**config.mk**
```make
export PLATFORM = sky130hd
export DESIGN_NAME = i2c_regfile_target
export DESIGN_NICKNAME = d
export VERILOG_FILES = /design/src/rtl/i2c_regfile_target.sv
export SDC_FILE = /design/constraint.sdc
export NUM_CORES = 1
export LEC_CHECK = 0
export BUFFER_PORTS_ARGS = -buffer_cell sky130_fd_sc_hd__buf_2
export CORE_MARGIN = 3
export CORE_UTILIZATION = 36
export DETAILED_ROUTE_END_ITERATION = 8
export PLACE_DENSITY = 0.6
export SLEW_MARGIN = 20
export SYNTH_ARGS = -nofsm -noshare
export SYNTH_HDL_FRONTEND = slang
export SYNTH_SLANG_ARGS = --single-unit
export TNS_END_PERCENT = 50
```
**constraint.sdc**
```tcl
create_clock -name clk -period 6 [get_ports clk]
set_input_delay 0.9 -clock clk [delete_from_list [all_inputs] [get_ports clk]]
set_output_delay 0.9 -clock clk [all_outputs]
set_load 0.005 [all_outputs]
```
**src/rtl/i2c_regfile_target.sv**
```systemverilog
module i2c_regfile_target #(
  parameter logic [3:0] ADDR_HI = 4'b1010,
  parameter int         NREG    = 16
) (
  input  logic                    clk,
  input  logic                    rst_n,
  input  logic                    scl_i,
  input  logic                    sda_i,
  input  logic [2:0]              addr_strap,
  output logic                    sda_oe,
  input  logic                    host_we,
  input  logic [$clog2(NREG)-1:0] host_addr,
  input  logic [7:0]              host_wdata,
  output logic [7:0]              host_rdata
);
  localparam int   PW        = $clog2(NREG);
  localparam logic PREFIX_OK = (ADDR_HI != 4'h0) && (ADDR_HI != 4'hF);

  typedef enum logic [1:0] {ST_IDLE, ST_ADDR, ST_WR, ST_RD} st_t;

  logic [1:0] scl_sy, sda_sy;
  logic       scl_d, sda_d;
  wire scl_s = scl_sy[1];
  wire sda_s = sda_sy[1];

  always_ff @(posedge clk or negedge rst_n)
    if (!rst_n) begin
      scl_sy <= 2'b11; sda_sy <= 2'b11; scl_d <= 1'b1; sda_d <= 1'b1;
    end else begin
      scl_sy <= {scl_sy[0], scl_i};
      sda_sy <= {sda_sy[0], sda_i};
      scl_d  <= scl_s;
      sda_d  <= sda_s;
    end

  wire start_det = scl_s & scl_d & sda_d & ~sda_s;
  wire stop_det  = scl_s & scl_d & ~sda_d & sda_s;
  wire scl_rise  = scl_s & ~scl_d;
  wire scl_fall  = ~scl_s & scl_d;

  st_t           state;
  logic [3:0]    bitcnt;
  logic [6:0]    shreg;
  logic [7:0]    txb;
  logic [PW-1:0] ptr;
  logic          first, rw;
  logic [7:0]    regs [NREG];

  wire [7:0] rx_byte  = {shreg, sda_s};
  wire       addr_hit = PREFIX_OK && (rx_byte[7:1] == {ADDR_HI, addr_strap});
  wire       bus_wr   = scl_rise && (state == ST_WR) && (bitcnt == 4'd7) && !first
                        && !start_det && !stop_det;

  always_ff @(posedge clk or negedge rst_n)
    if (!rst_n) begin
      for (int i = 0; i < NREG; i++) regs[i] <= 8'h00;
    end else if (bus_wr) regs[ptr] <= rx_byte;
    else if (host_we)    regs[host_addr] <= host_wdata;

  assign host_rdata = regs[host_addr];

  always_ff @(posedge clk or negedge rst_n)
    if (!rst_n) begin
      state <= ST_IDLE; bitcnt <= '0; shreg <= '0; txb <= '0;
      ptr <= '0; first <= 1'b0; rw <= 1'b0; sda_oe <= 1'b0;
    end else if (start_det) begin
      state <= ST_ADDR; bitcnt <= '0; sda_oe <= 1'b0; first <= 1'b1;
    end else if (stop_det) begin
      state <= ST_IDLE; bitcnt <= '0; sda_oe <= 1'b0; ptr <= '0;
    end else if (state != ST_IDLE) begin
      if (scl_rise) begin
        bitcnt <= (bitcnt == 4'd8) ? 4'd0 : bitcnt + 4'd1;
        if (bitcnt < 4'd8) begin
          shreg <= rx_byte[6:0];
          if (bitcnt == 4'd7)
            case (state)
              ST_ADDR: if (addr_hit) rw <= rx_byte[0]; else state <= ST_IDLE;
              ST_WR: if (first) begin
                       ptr <= rx_byte[PW-1:0]; first <= 1'b0;
                     end else ptr <= ptr + 1'b1;
              default: ;
            endcase
        end else if (state == ST_ADDR) state <= rw ? ST_RD : ST_WR;
        else if (state == ST_RD && sda_s) state <= ST_IDLE;
      end else if (scl_fall) begin
        if (bitcnt == 4'd8) sda_oe <= (state != ST_RD);
        else if (state == ST_RD) begin
          if (bitcnt == 4'd0) begin
            txb <= regs[ptr]; ptr <= ptr + 1'b1; sda_oe <= ~regs[ptr][7];
          end else sda_oe <= ~txb[3'd7 - bitcnt[2:0]];
        end else sda_oe <= 1'b0;
      end
    end

  AST_OE_RISES_LOW: assert property (@(posedge clk) disable iff (!rst_n)
    $rose(sda_oe) |-> !$past(scl_s));
  AST_IDLE_RELEASED: assert property (@(posedge clk) disable iff (!rst_n)
    state == ST_IDLE |-> !sda_oe);
  AST_ACK_NINTH_ONLY: assert property (@(posedge clk) disable iff (!rst_n)
    (sda_oe && (state == ST_WR || state == ST_ADDR)) |-> (bitcnt == 4'd8 || bitcnt == 4'd0));
  AST_STOP_CLEARS: assert property (@(posedge clk) disable iff (!rst_n)
    $past(stop_det) && !$past(start_det) |-> (ptr == '0 && state == ST_IDLE));
  AST_RESERVED_NEVER: assert property (@(posedge clk) disable iff (!rst_n)
    !PREFIX_OK |-> (state != ST_WR && state != ST_RD));
endmodule

```
Word-level counts from Yosys, hierarchy flattened
Index checks and enable logic that the tools add are counted.
{"block": "op_classes", "addsub": 3, "n_lt_le_gt_ge": 6, "eq_ne": 16, "mux": 58, "bitwise_logic": 19, "n_reduce_logical": 35}
{"op": "$bwmux W128", "count": 2}
{"op": "$mux W128", "count": 2}
{"op": "$bmux W8 S4", "count": 2}
{"op": "$demux W8 S4", "count": 2}
{"op": "$mux W4", "count": 16}
{"op": "$mux W8", "count": 6}
{"op": "$mux W2", "count": 10}
{"op": "$reduce_bool A3 Y1", "count": 6}
{"op": "$mux W1", "count": 17}
{"op": "$reduce_and A8 Y1", "count": 2}
{"op": "$reduce_bool A2 Y1", "count": 8}
{"op": "$reduce_and A6 Y1", "count": 2}
{"op": "$ge A5 B5 Y1 const B", "count": 2}
{"op": "$lt A5 B1 Y1 const B", "count": 2}
{"op": "$not A1 Y1", "count": 10}
{"op": "$not A4 Y5", "count": 2}
{"op": "$ne A3 B2 Y1 const B", "count": 3}
{"op": "$reduce_and A9 Y1", "count": 1}
{"op": "$add A4 B1 Y4 const B", "count": 2}
{"op": "$logic_and A1 B1 Y1", "count": 8}
{"op": "$ne A4 B4 Y1 const B", "count": 2}
{"op": "$and A1 B1 Y1", "count": 7}
{"op": "$eq A7 B7 Y1", "count": 1}
{"op": "$ne A3 B3 Y1 const B", "count": 2}
{"op": "16 further kinds", "count": 20}
{"block": "totals", "regBits": 162, "inputBits": 20, "out_inout_bits": 9, "word_cells": 165}

Logic depth before layout (Yosys ltp)
Gate-level depths: netlist of run 1.
{"block": "logic_depth", "word_depth": 13, "mapped_depth": 10, "mapped_depth_nobuf": 7}

Worst setup path after synthesis of run 1
No wires, ideal clock.
{"block": "synth_timing", "path_kind": "input-to-output", "start": "input port host_addr[0]", "end": "output port host_rdata[0]", "arrival_time_ns": 2.499, "t_required_ns": 5.100, "setup_slack_ns": 2.601, "stages": 4, "path_buffers": 2, "path_cell_list": "clkbuf_1 -> buf_2 -> mux4_2 -> mux4_2"}
{"block": "synth_between", "elab_chain_cells": 4}
{"element": "from (decl)", "line_no": "12", "rtl": "input logic [$clog2(NREG)-1:0] host_addr,"}
{"element": "$not A4 Y5 (not written as such)", "line_no": "60", "rtl": "assign host_rdata = regs[host_addr];"}
{"element": "$bmux W8 S4", "line_no": "60"}
{"element": "$mux W8 (not written as such) (2 in a row)", "line_no": "60"}
{"element": "to (decl)", "line_no": "14", "rtl": "output logic [7:0] host_rdata"}
Every way passes these cells. The select of a mux whose other input is x is not followed.

Final worst setup path of run 1
{"block": "layout_timing", "start": "register bitcnt[0]", "end": "register regs[91] in the netlist's numbering"}
{"block": "layout_between", "elab_chain_cells": 6, "word_cells_on_any_way": 7, "cone_classes": "eq/ne: 1; mux: 1; reduce/logical: 5"}
{"element": "from (decl)", "line_no": "42", "rtl": "logic [3:0] bitcnt;"}
{"element": "from (signal assigned)", "line_no": "72", "rtl": "bitcnt <= (bitcnt == 4'd8) ? 4'd0 : bitcnt + 4'd1;"}
{"element": "$eq A4 B3 Y1 *", "line_no": "51", "rtl": "wire bus_wr = scl_rise && (state == ST_WR) && (bitcnt == 4'd7) && !first"}
{"element": "$logic_and A1 B1 Y1 * (2 in a row)", "line_no": "51"}
{"element": "$logic_and A1 B1 Y1 * (2 in a row)", "line_no": "52", "rtl": "&& !start_det && !stop_det;"}
{"element": "$mux W128 / $reduce_bool A2 Y1 (equally long branches)"}
{"element": "to (signal, indexed assignment)", "line_no": "57", "rtl": "end else if (bus_wr) regs[ptr] <= rx_byte;"}
{"element": "to (signal, indexed assignment)", "line_no": "58", "rtl": "else if (host_we) regs[host_addr] <= host_wdata;"}
{"element": "to (decl)", "line_no": "47", "rtl": "logic [7:0] regs [NREG];"}
Mark *: on every way between the ends. The rest lies on a longest branch, timed or not.
A chain may end at the register's enable or synchronous reset.

==> metrics.md, run 1 <==
| Metric | Value |
|---|---|
| Hold wc startpoint | sda_sy[0] |
| Hold EP | sda_sy[1] |
| CTS Buf Count | 17 |
| Largest net degree at the start of global routing | 87 |
| CP required | 6.31 ns |
| Cell area after synthesis | 0.00983 mm2 |
| Final net count | roughly 900 |
| Yosys warnings | 0 |
| Clk_lat worst skew | between 0.4 and 0.5 ns |
| Syn Nets | 922 |
| Top fanout value on the critical path | 21 |
| Met1 Use GR | 0.315 |
| R2r worst-path depth | 6 |
| Maximum root-to-sink buffer count | 2 |
| Setup violations, final | 0 |
| First-pass GRT wire length | 49500 um |
| Worst-Margin Slew | 1.13 ns |
| Grt ovf | 0 |
| CP startpoint kind | register |
| Hold crit path type | reg -> reg |
| Critical path endpoint category | register |
| Seq/Total Area, Yosys | 0.413 |
| Antenna diode count | 0 |
| Via/cell ratio | 6.56 |
| Post CTS Setup Buffer Count | 0 |
| Seq cells post-synth | around 160 |
| Post-CTS Hold Buffers | 0 |
| Vias in the first global route | 7853 |
| Total Power | 4100 uW |
| Mapped Cells | between 800 and 900 |
| Combinational share of power | 0.308 |
| R2r setup slk | 2.33 ns |
| Net Sw Power | about 1500 uW |
| Seq pwr share | 0.425 |
| Post-DP HPWL | 23000 um |
| CTS sink count | 162 |
| Antenna viol nets, final | 0 |
| Hold path depth | 0 |
| DRT Wirelength | 32200 um |
| Part of the power in the clock network | 0.267 |
| CP peak stage delay | 0.86 ns |
| Full die area | 0.0293 mm2 |
| Final period demand of the worst path | between 3 and 4 ns |
| DRT Pass-1 Iters | 5 |
| Mean Syn Cell Area | 11.0 um2 |
| Status | complete, no violations |
| RSZ-0062 raised after global routing | no |
| Global route hottest layer | met2 |
| Period utilization | 0.612 |
| Arrival time worst endpoint | around 4 ns |
| Final Hold Viols | 0 |
| Post_cts resized | 0 |
| Worst r2r src | bitcnt[0] |
| Drc violations | 0 |
| Share of layout cells above drive strength 1 | 0.207 |
| Initial antenna violation count | 0 |
| Top post-synthesis cells by area | dfrtp_1 40%, mux4_2 16%, a22oi_1 5.1% |
| Most frequent cell after synthesis | dfrtp_1 |
| Fmax | 272 MHz |
| P_int | 2550 uW |
| Drt wl/cell | approximately 26 um |
| Multi-input gate area | 0.00531 mm2 |
| Final TNS setup | 0 ns |
| Starting Density | 0.372 |
| R2r endpoint | regs[91] |
| Skew final | 0.00997 ns |
| Starting DRC count in detailed routing | approximately 840 |
| # rows | between 50 and 60 |
| Die Wd | 171 um |
| Routability cong. | 0.921 |
| Met3 Track Usage GR | 0.0503 |
| Synthesis-to-layout area growth | 8.77% |
| CTS tree | done |
| Asr flop ratio synth | 1.00 |
| Io pins | 29 |
| MaxCap Viol Count | 0 |
| Count of input and output buffers | 28 |
| Die Span Y | about 170 um |
| P per Cell Area | 383 mW/mm2 |
| Switching share of total power | 0.377 |
| Post-synth top area share | 0.397 |
| H-tree depth | 4 |
| Post-synth EDFFs | 0 |
| Fillers | ~2500 |
| CP Cell Sequence | ha_1, nand4b_1, nor3_4, and3_1, a31oi_2, a221o_1 |
| Area of the core | between 0.02 and 0.03 mm2 |
| Slew Limit Fails | 0 |
| Met2 Use GR | 0.343 |
| Max VDD drop | 0.190 mV |
| CP max-delay cell | nor3_4 |
| Gr usage total | 0.223 |
| Vias | 7986 |
| CTS Root Cell | clkbuf_16 |
| Clock transition at the registers of the reported paths | approximately 0.07 ns |
| Leak | 0.00448 uW |
| Post-synth top cells | 156 x dfrtp_1, 82 x o21ai_0, 72 x mux4_2 |
| Reg area | roughly 0.0041 mm2 |
| Max-slew headroom | 0.249 |
| Post-synth top flop | dfrtp_1 |
| Unique cell type count in the Yosys netlist | 67 |
| Crit path kind | reg -> reg |
| Largest area contributor in the netlist | dfrtp_1 |
-- through the flow --
| step | std cells | instance area [um2] | setup WS, ns | hold slack, ns | utilization |
|---|---|---|---|---|---|
| 3_5_place_dp | 1186 | 10100 | 1.97 | 0.351 | 0.383 |
| 2_1_floorplan | 896 | 9830 | 2.60 | 0.345 | - |
| 4_1_cts | 1218 | 10700 | 1.98 | 0.361 | 0.404 |
| 3_3_place_gp | 1186 | 10100 | 2.07 | 0.347 | 0.383 |
| 5_1_grt | 1218 | 10700 | 2.14 | 0.365 | 0.405 |
| 6_report | 1218 | 10700 | 2.33 | 0.359 | 0.405 |
-- area by class of cell --
cell class,instances,area share
inverter,37,0.0130
clock inverter,14,0.0133
clock buffer,18,0.0401
multi-input combinational,618,0.496
timing repair buffer,34,0.0181
sequential,162,0.380
tap,335,0.0392
-- sequential cells by signal (all words and copies together) (netlist names), 2 cells and up --
signal	cells
bitcnt	4
ptr	4
regs	128
scl_sy	2
sda_sy	2
shreg	7
state	2
txb	8
-- power groups by stage --
stage | Combinational (uW) | Clock [uW] | Sequential (uW)
2_1_floorplan | 1080 | 0 | 1460
3_3_place_gp | 1220 | 0 | 1750
3_5_place_dp | 1250 | 0 | 1730
4_1_cts | 1250 | 1110 | 1720
5_1_grt | 1360 | 1160 | 1770
6_report | 1260 | 1090 | 1740
-- cells in the final DEF (no fill, tap or decap), types with 6 or more instances in the layout --
cell type  netlist  layout
dfrtp_1        156     155
o21ai_0         82      82
mux4_2          72      72
a22oi_1         67      67
nand2_1         46      46
nor2_1          46      46
inv_1           37      37
a221o_1         34      34
buf_2           22      26
a21o_1          25      25
mux2i_1         23      23
and3_1          22      22
o22ai_1         21      21
nand3_1         20      20
clkbuf_16        0      17
a21oi_1         16      16
nor3_1          14      14
o21ai_1          9       9
nor4_1           9       9
mux2_2           9       9
nor2b_1          8       8
a21oi_2          7       7
nand4_1          7       7
buf_4            2       7
ha_1             6       6
dfstp_2          6       6
-- worst max path at each step --
stage / startpoint / end / slack (ns) / depth (start not counted)
after global placement: host_addr[0] / host_rdata[0] / 2.07 / 4
after detailed placement: host_addr[0] / host_rdata[0] / 1.97 / 4
after floorplan: host_addr[0] / host_rdata[0] / 2.60 / 4
after global routing: bitcnt[0] / regs[91] / 2.14 / 6
after CTS: host_addr[0] / host_rdata[6] / 1.98 / 4
final: bitcnt[0] / regs[91] / 2.33 / 6
-- kinds of logic after synthesis --
family,count (synthesis),synth area share
DFF,162,0.413
buffers and inverters,116,0.0486
AOI/OAI and AO/OA,295,0.215
adders and majority gates,6,0.00764
and+or+nand+nor,210,0.115
xor gates and xnor gates,3,0.00267
muxes,104,0.199
-- critical path: cells and delay by family, from the launching register on --
family / cells / cell delay, ns
flip-flops: 1 / 0.61
AND/OR/NAND/NOR: 3 / 2.00
AO/OA/AOI/OAI: 2 / 0.63
adder cells (fa/ha/maj): 1 / 0.31
-- metal layers --
layer / wire, um / vias to the layer above
met5: 0 / -
met4: 757 / 0
met3: 2950 / 54
met2: 15100 / 487
met1: 13500 / 4010
li1: - / 3435
Power figures use the tool's default switching activity.
==> inputs of run 2 (changes only) <==
- ABC_AREA: unset -> 1
- PLACE_DENSITY: 0.6 -> 0.62
- clock period: 6 -> 2.96 ns (I/O delays scaled with it)
==> metrics.md, run 2 <==
| Metric | Value |
|---|---|
| Clock transition at the registers of the reported paths | 0.07 ns (about the same) |
| Cell area after synthesis | 0.0105 mm2 (+6.6%) |
| Post-synth EDFFs | 0 (unchanged) |
| First-pass GRT wire length | 59200 um (+20%) |
| Most Frequent Cell on Critical Path | buf_2 |
| Antenna viol nets, final | 0 (unchanged) |
| Worst-Margin Slew | 0.687 ns (-0.440 ns) |
| Fmax | 403 MHz |
| Commonest non-fill, non-tap cell in the layout | o21ai_0 |
| Post-synth top flop | dfrtp_1 |
| Starting DRC count in detailed routing | 1625 (+93%) |
| Drc violations | 0 (unchanged) |
| Routability cong. | 1.01 (+9.6%) |
| Yosys warnings | 0 (unchanged) |
| CP peak stage delay | 0.48 ns (-0.38 ns) |
| CTS tree | done |
| CTS sink count | 162 (unchanged) |
| Largest regs | regs: 128 flops, txb: 8 flops, shreg: 7 flops |
| Seq cells post-synth | 162 (unchanged) |
| Final core utilization | 0.412 (+0.00696) |
| Maximum root-to-sink buffer count | 2 (unchanged) |
| Slew Limit Fails | 0 (unchanged) |
| Post_cts resized | 0 (unchanged) |
| Initial antenna violation count | 0 (unchanged) |
| DRT Wirelength | 38200 um (+19%) |
| Max VDD drop | 0.439 mV (+130%) |
| Largest net degree at the start of global routing | 67 (-23%) |
| CP required | 2.52 ns (-3.79 ns) |
| Final period demand of the worst path | 2.48 ns |
| # rows | 61 (+3.4%) |
| Share of layout cells above drive strength 1 | 0.0951 (-0.112) |
| Post-synth top area share | 0.372 (-0.0246) |
| Starting Density | 0.371 (-0.000870) |
| Unique cell type count in the Yosys netlist | 34 (-49%) |
| Asr flop ratio synth | 1.00 (unchanged) |
| Drt wl/cell | 20.2 um (-24%) |
| Max FFs per register | 128 (unchanged) |
| Synthesis-to-layout area growth | 10.9% |
| Vias in the first global route | 9889 (+26%) |
| Hold path depth | 1 (+1) |
| Final Hold Viols | 0 (unchanged) |
| H-tree depth | 4 (unchanged) |
| Die Wd | 177 um (+3.1%) |
| Top fanout value on the critical path | 36 (+71%) |
| Most frequent cell after synthesis | o21ai_0 |
| Max-slew headroom | 0.542 (+0.293) |
| Critical path endpoint category | primary output |
| Post-DP HPWL | 26300 um (+14%) |
| Final net count | 1528 (+71%) |
| CP startpoint kind | input pin |
| CP max-delay cell | inv_2 |
| Seq/Total Area, Yosys | 0.388 (-0.0256) |
| CTS Root Cell | clkbuf_16 |
| Largest area contributor in the netlist | dfrtp_1 |
| Leak | 0.00479 uW (+7.1%) |
| P per Cell Area | 665 mW/mm2 (+73%) |
| Antenna diode count | 0 (unchanged) |
| DRT Pass-1 Iters | 7 (+2) |
| Hold crit path type | in -> reg |
| Post-synth top cells | 340 x o21ai_0, 304 x nand2_1, 189 x inv_1 |
| Syn Nets | 1530 (+66%) |
| CP Cell Sequence | buf_2, inv_1, nor2_1, inv_2, o22ai_1, o21ai_0, buf_4, nand4_1, buf_2 |
| Crit path kind | in -> out |
| Io pins | 29 (unchanged) |
| Grt ovf | 0 (unchanged) |
| Clk_lat worst skew | 0.45 ns (+0.02 ns) |
| Die Span Y | 177 um (+3.1%) |
| Full die area | 0.0312 mm2 (+6.4%) |
| Status | complete, no violations |
| Biggest register | regs |
| Arrival time worst endpoint | 2.04 ns (-1.95 ns) |
| Setup violations, final | 0 (unchanged) |
| R2r worst-path depth | 9 (+3) |
| Mean Syn Cell Area | 6.97 um2 (-36%) |
| RSZ-0062 raised after global routing | no |
| Gr usage total | 0.249 (+0.0259) |
| Vias | 10811 (+35%) |
| Via/cell ratio | 5.71 (-13%) |
| Skew final | 0.0109 ns (+0.000879 ns) |
| CTS Buf Count | 17 (unchanged) |
| Mapped Cells | 1504 (+68%) |
| Commonest non-fill, non-tap cells in the layout | 340 x o21ai_0, 304 x nand2_1, 188 x inv_1, 155 x dfrtp_1, 133 x nand3_1 |
| MaxCap Viol Count | 0 (unchanged) |
| Final TNS setup | 0 ns (unchanged) |
| Top post-synthesis cells by area | dfrtp_1 37%, o21ai_0 16%, nand2_1 11% |
| Count of input and output buffers | 28 (unchanged) |
| Area of the core | 0.0282 mm2 (+6.9%) |
| Period utilization | 0.839 |
==> run 2: logic make-up (layout without fill, tap and decap cells) <==
family          count (synthesis)  after routing  synth area share
xor+xnor                        2              2           0.00167
buf+inv                       283            293             0.114
simple gates                  518            518             0.211
flops                         162            162             0.388
compound gates                533            533             0.278
fa+ha+maj                       6              6           0.00716
==> run 2: final timing paths <==
path | from | slack [ns] | to
max | host_addr[0] | 0.48 | host_rdata[7]
min | scl_i | 0.09 | scl_sy[0]
max reg2reg | bitcnt[0] | 0.55 | regs[95]
min reg2reg | sda_sy[0] | 0.36 | sda_sy[1]
max in group asynchronous | rst_n | 1.60 | regs[25]
min in group asynchronous | rst_n | 0.56 | regs[73]
==> run 2: final cells by class <==
| class | count | area (um2) |
|---|---|---|
| clock buffer | 21 | 450 |
| clock inverter | 10 | 159 |
| fill | 2917 | 16600 |
| inverter | 195 | 732 |
| multi-input combinational | 1059 | 5230 |
| sequential | 162 | 4060 |
| tap | 378 | 473 |
| timing repair buffer | 67 | 517 |
==> run 2: report_power, final <==
part	switching [uW]	leakage, uW	internal (uW)	total (uW)
Clock	962	0.000293	1430	2390
Sequential	188	0.00209	2580	2770
Combinational	1840	0.00241	724	2570
Total	2990	0.00479	4730	7730
==> run 2: per-layer routing <==
metal | share of wire | track usage
met5 | 0 | 0
met4 | 0.044 | 0.103
met3 | 0.11 | 0.0575
met2 | 0.41 | 0.353
met1 | 0.43 | 0.363
==> run 2: worst max-delay path, delay by kind of cell <==
family	cells	cell delay, ns
AOI/OAI and AO/OA	2	0.36
and+or+nand+nor	2	0.22
buffers and inverters	5	1.00
==> run 2: per-stage QoR <==
| step | instance area [um2] | total power (uW) | hold WS, ns | std cells | worst slack, ns |
|---|---|---|---|---|---|
| floorplan | 10500 | 4340 | 0.148 | 1504 | 0.913 |
| global placement | 11000 | 5270 | 0.348 | 1860 | 0.586 |
| detailed placement | 11000 | 5280 | 0.349 | 1860 | 0.574 |
| CTS | 11600 | 7670 | 0.0778 | 1892 | 0.572 |
| global route | 11600 | 8140 | 0.0770 | 1892 | 0.298 |
| finish | 11600 | 7730 | 0.0933 | 1892 | 0.478 |
==> run 2: what timing repair did <==
item | 4_1_cts | 5_1_grt
setup buffers | 0 | 0
endpoints found under the hold margin | 10 | 0
hold buffers | 1 | 0
==> inputs of run 3 (changes only) <==
- clock period: 2.96 -> 2 ns (I/O delays scaled with it)
==> metrics.md, run 3 (synthesis results as in run 2) <==
| Metric | Value |
|---|---|
| H-tree depth | 4 (unchanged) |
| Met1 Use GR | 0.360 (-0.00299) |
| CTS tree | done |
| Maximum root-to-sink buffer count | 2 (unchanged) |
| CTS Buf Count | 17 (unchanged) |
| Antenna viol nets, final | 0 (unchanged) |
| Synthesis-to-layout area growth | 27.1% |
| P per Cell Area | 892 mW/mm2 (+34%) |
| Routability cong. | 0.950 (-5.9%) |
| Full die area | 0.0312 mm2 (unchanged) |
| Global route hottest layer | met2 |
| Final TNS setup | -1.53 ns (-1.53 ns) |
| Failing checks | negative setup slack |
| Share of layout cells above drive strength 1 | 0.196 (+0.101) |
| CP startpoint kind | register |
| Post-DP HPWL | 26500 um (+0.90%) |
| Period utilization | 1.04 |
| Worst-Margin Slew | 0.662 ns (-0.0248 ns) |
| Status | finished, violations left |
| Max VDD drop | 0.636 mV (+45%) |
| RSZ-0062 raised after global routing | yes |
| Commonest non-fill, non-tap cells in the layout | 280 x nand2_1, 263 x o21ai_0, 180 x inv_1, 155 x dfrtp_1, 127 x nand3_1 |
| Post-Place Cell Area | 0.0118 mm2 (+7.4%) |
| DRT Pass-1 Iters | 6 (-1) |
| Arrival time worst endpoint | 2.44 ns (+0.40 ns) |
| Skew final | 0.0166 ns (+0.00572 ns) |
| Leak | 0.00564 uW (+18%) |
| Antenna diode count | 0 (unchanged) |
| Max FFs per register | 128 (unchanged) |
| Fmax | 479 MHz |
| First-pass GRT wire length | 60000 um (+1.2%) |
| Starting DRC count in detailed routing | 1693 (+4.2%) |
| CP required | 2.35 ns (-0.17 ns) |
| Largest net degree at the start of global routing | 68 (+1.5%) |
| Top fanout value on the critical path | 8 (-78%) |
| Hold crit path type | in -> reg |
| Clock transition at the registers of the reported paths | 0.07 ns (about the same) |
| Setup violations, final | 60 (+60) |
| Total Power | 11900 uW (+54%) |
| Die Wd | 177 um (unchanged) |
| Starting Density | 0.371 (unchanged) |
| Final instance area | 0.0133 mm2 (+15%) |
| Slew Limit Fails | 0 (unchanged) |
| Die Span Y | 177 um (unchanged) |
| Io pins | 29 (unchanged) |
| Setup ws final | -0.0877 ns (-0.565 ns) |
| Gr usage total | 0.251 (+0.00210) |
| Vias | 11415 (+5.6%) |
| CTS sink count | 162 (unchanged) |
| MaxCap Viol Count | 0 (unchanged) |
| Drc violations | 0 (unchanged) |
| Commonest non-fill, non-tap cell in the layout | nand2_1 |
| Area of the core | 0.0282 mm2 (unchanged) |
| Final net count | 1635 (+7.0%) |
| Met3 Track Usage GR | 0.0545 (-0.00300) |
| Fillers | 2811 (-3.6%) |
| Final Hold Viols | 0 (unchanged) |
| Final period demand of the worst path | 2.09 ns |
| Grt ovf | 0 (unchanged) |
| Clk_lat worst skew | 0.44 ns (about the same) |
| Max-slew headroom | 0.559 (+0.0172) |
| Via/cell ratio | 5.71 (-0.11%) |
| DRT Wirelength | 41400 um (+8.5%) |
| # rows | 61 (unchanged) |
| Met2 Use GR | 0.372 (+0.0187) |
| Fin Hold WS | 0.204 ns (+0.111 ns) |
| Count of input and output buffers | 28 (unchanged) |
| CTS Root Cell | clkbuf_16 |
| Biggest register | regs |
| Critical path endpoint category | register |
| Vias in the first global route | 10241 (+3.6%) |
| Largest regs | regs: 128 flops, txb: 8 flops, shreg: 7 flops |
| Crit path kind | reg -> reg |
| Initial antenna violation count | 0 (unchanged) |
| Drt wl/cell | 20.7 um (+2.6%) |
==> run 3: cell types whose count changed in the layout (fill, tap and decap cells not counted), sizes merged <==
cell,previous run,this run
buf,66,160
clkbuf,21,29
clkinv,6,8
dlygate4sd3,1,3
o21ai,383,385
==> run 3: layout make-up <==
| class | count | area, um2 | area share |
|---|---|---|---|
| repair buffers | 172 | 1850 | 0.139 |
| clock inverters | 12 | 180 | 0.0135 |
| clock buffers | 20 | 467 | 0.0350 |
| flip-flops and latches | 162 | 4060 | 0.305 |
| inverters | 195 | 747 | 0.0561 |
| multi-input cells | 1061 | 5530 | 0.416 |
| well taps | 378 | 473 | 0.0355 |
==> run 3: stage by stage <==
stage                      util  setup WS, ns  std cells
final                     0.472       -0.0877       2000
after global routing      0.472        -0.162       2000
after CTS                 0.443       -0.0439       1972
after detailed placement  0.419        -0.158       1937
after global placement    0.419        -0.187       1937
after floorplan               -        0.0305       1504
==> run 3: final timing paths <==
| path | start | to | slack [ns] | depth (start not counted) |
|---|---|---|---|---|
| setup / recovery | bitcnt[1] | regs[55] | -0.09 | 11 |
| hold / removal | host_wdata[7] | regs[103] | 0.20 | 3 |
| hold reg to reg | sda_sy[0] | sda_sy[1] | 0.36 | 0 |
| setup reg to reg | bitcnt[1] | regs[55] | -0.09 | 11 |
| min in group asynchronous | rst_n | regs[68] | 0.31 | 2 |
| max in group asynchronous | rst_n | regs[6] | 0.99 | 3 |
==> run 3: power breakdown <==
| part | switching, uW | leakage, uW | internal (uW) |
|---|---|---|---|
| combinational | 2830 | 0.00324 | 1290 |
| clock | 1480 | 0.000312 | 2200 |
| sequential | 257 | 0.00209 | 3820 |
==> run 3: worst max-delay path: stages (launching register included) <==
cell,delay [ns]
dfrtp_1,0.35
ha_2,0.19
nand2_2,0.07
nor2_4,0.12
nand2_2,0.08
nor2_4,0.19
nand2_8,0.15
buf_12,0.17
clkbuf_16,0.16
o21ai_4,0.31
nand2_1,0.08
o21ai_1,0.12
==> run 3: per-layer routing <==
layer | routed length [um] | part of all wire
met1 | 17700 | 0.43
met2 | 17900 | 0.43
met3 | 4520 | 0.11
met4 | 1380 | 0.033
met5 | 0 | 0
==> run 3: timing repair <==
action | in CTS | in global routing
pin swaps | 2 | 28
resized for setup | 13 | 168
setup endpoints to repair | 11 | 138
gates cloned | 0 | 14
hold buffers | 3 | 0
buffers inserted | 0 | 14
hold endpoints to repair | 24 | 0
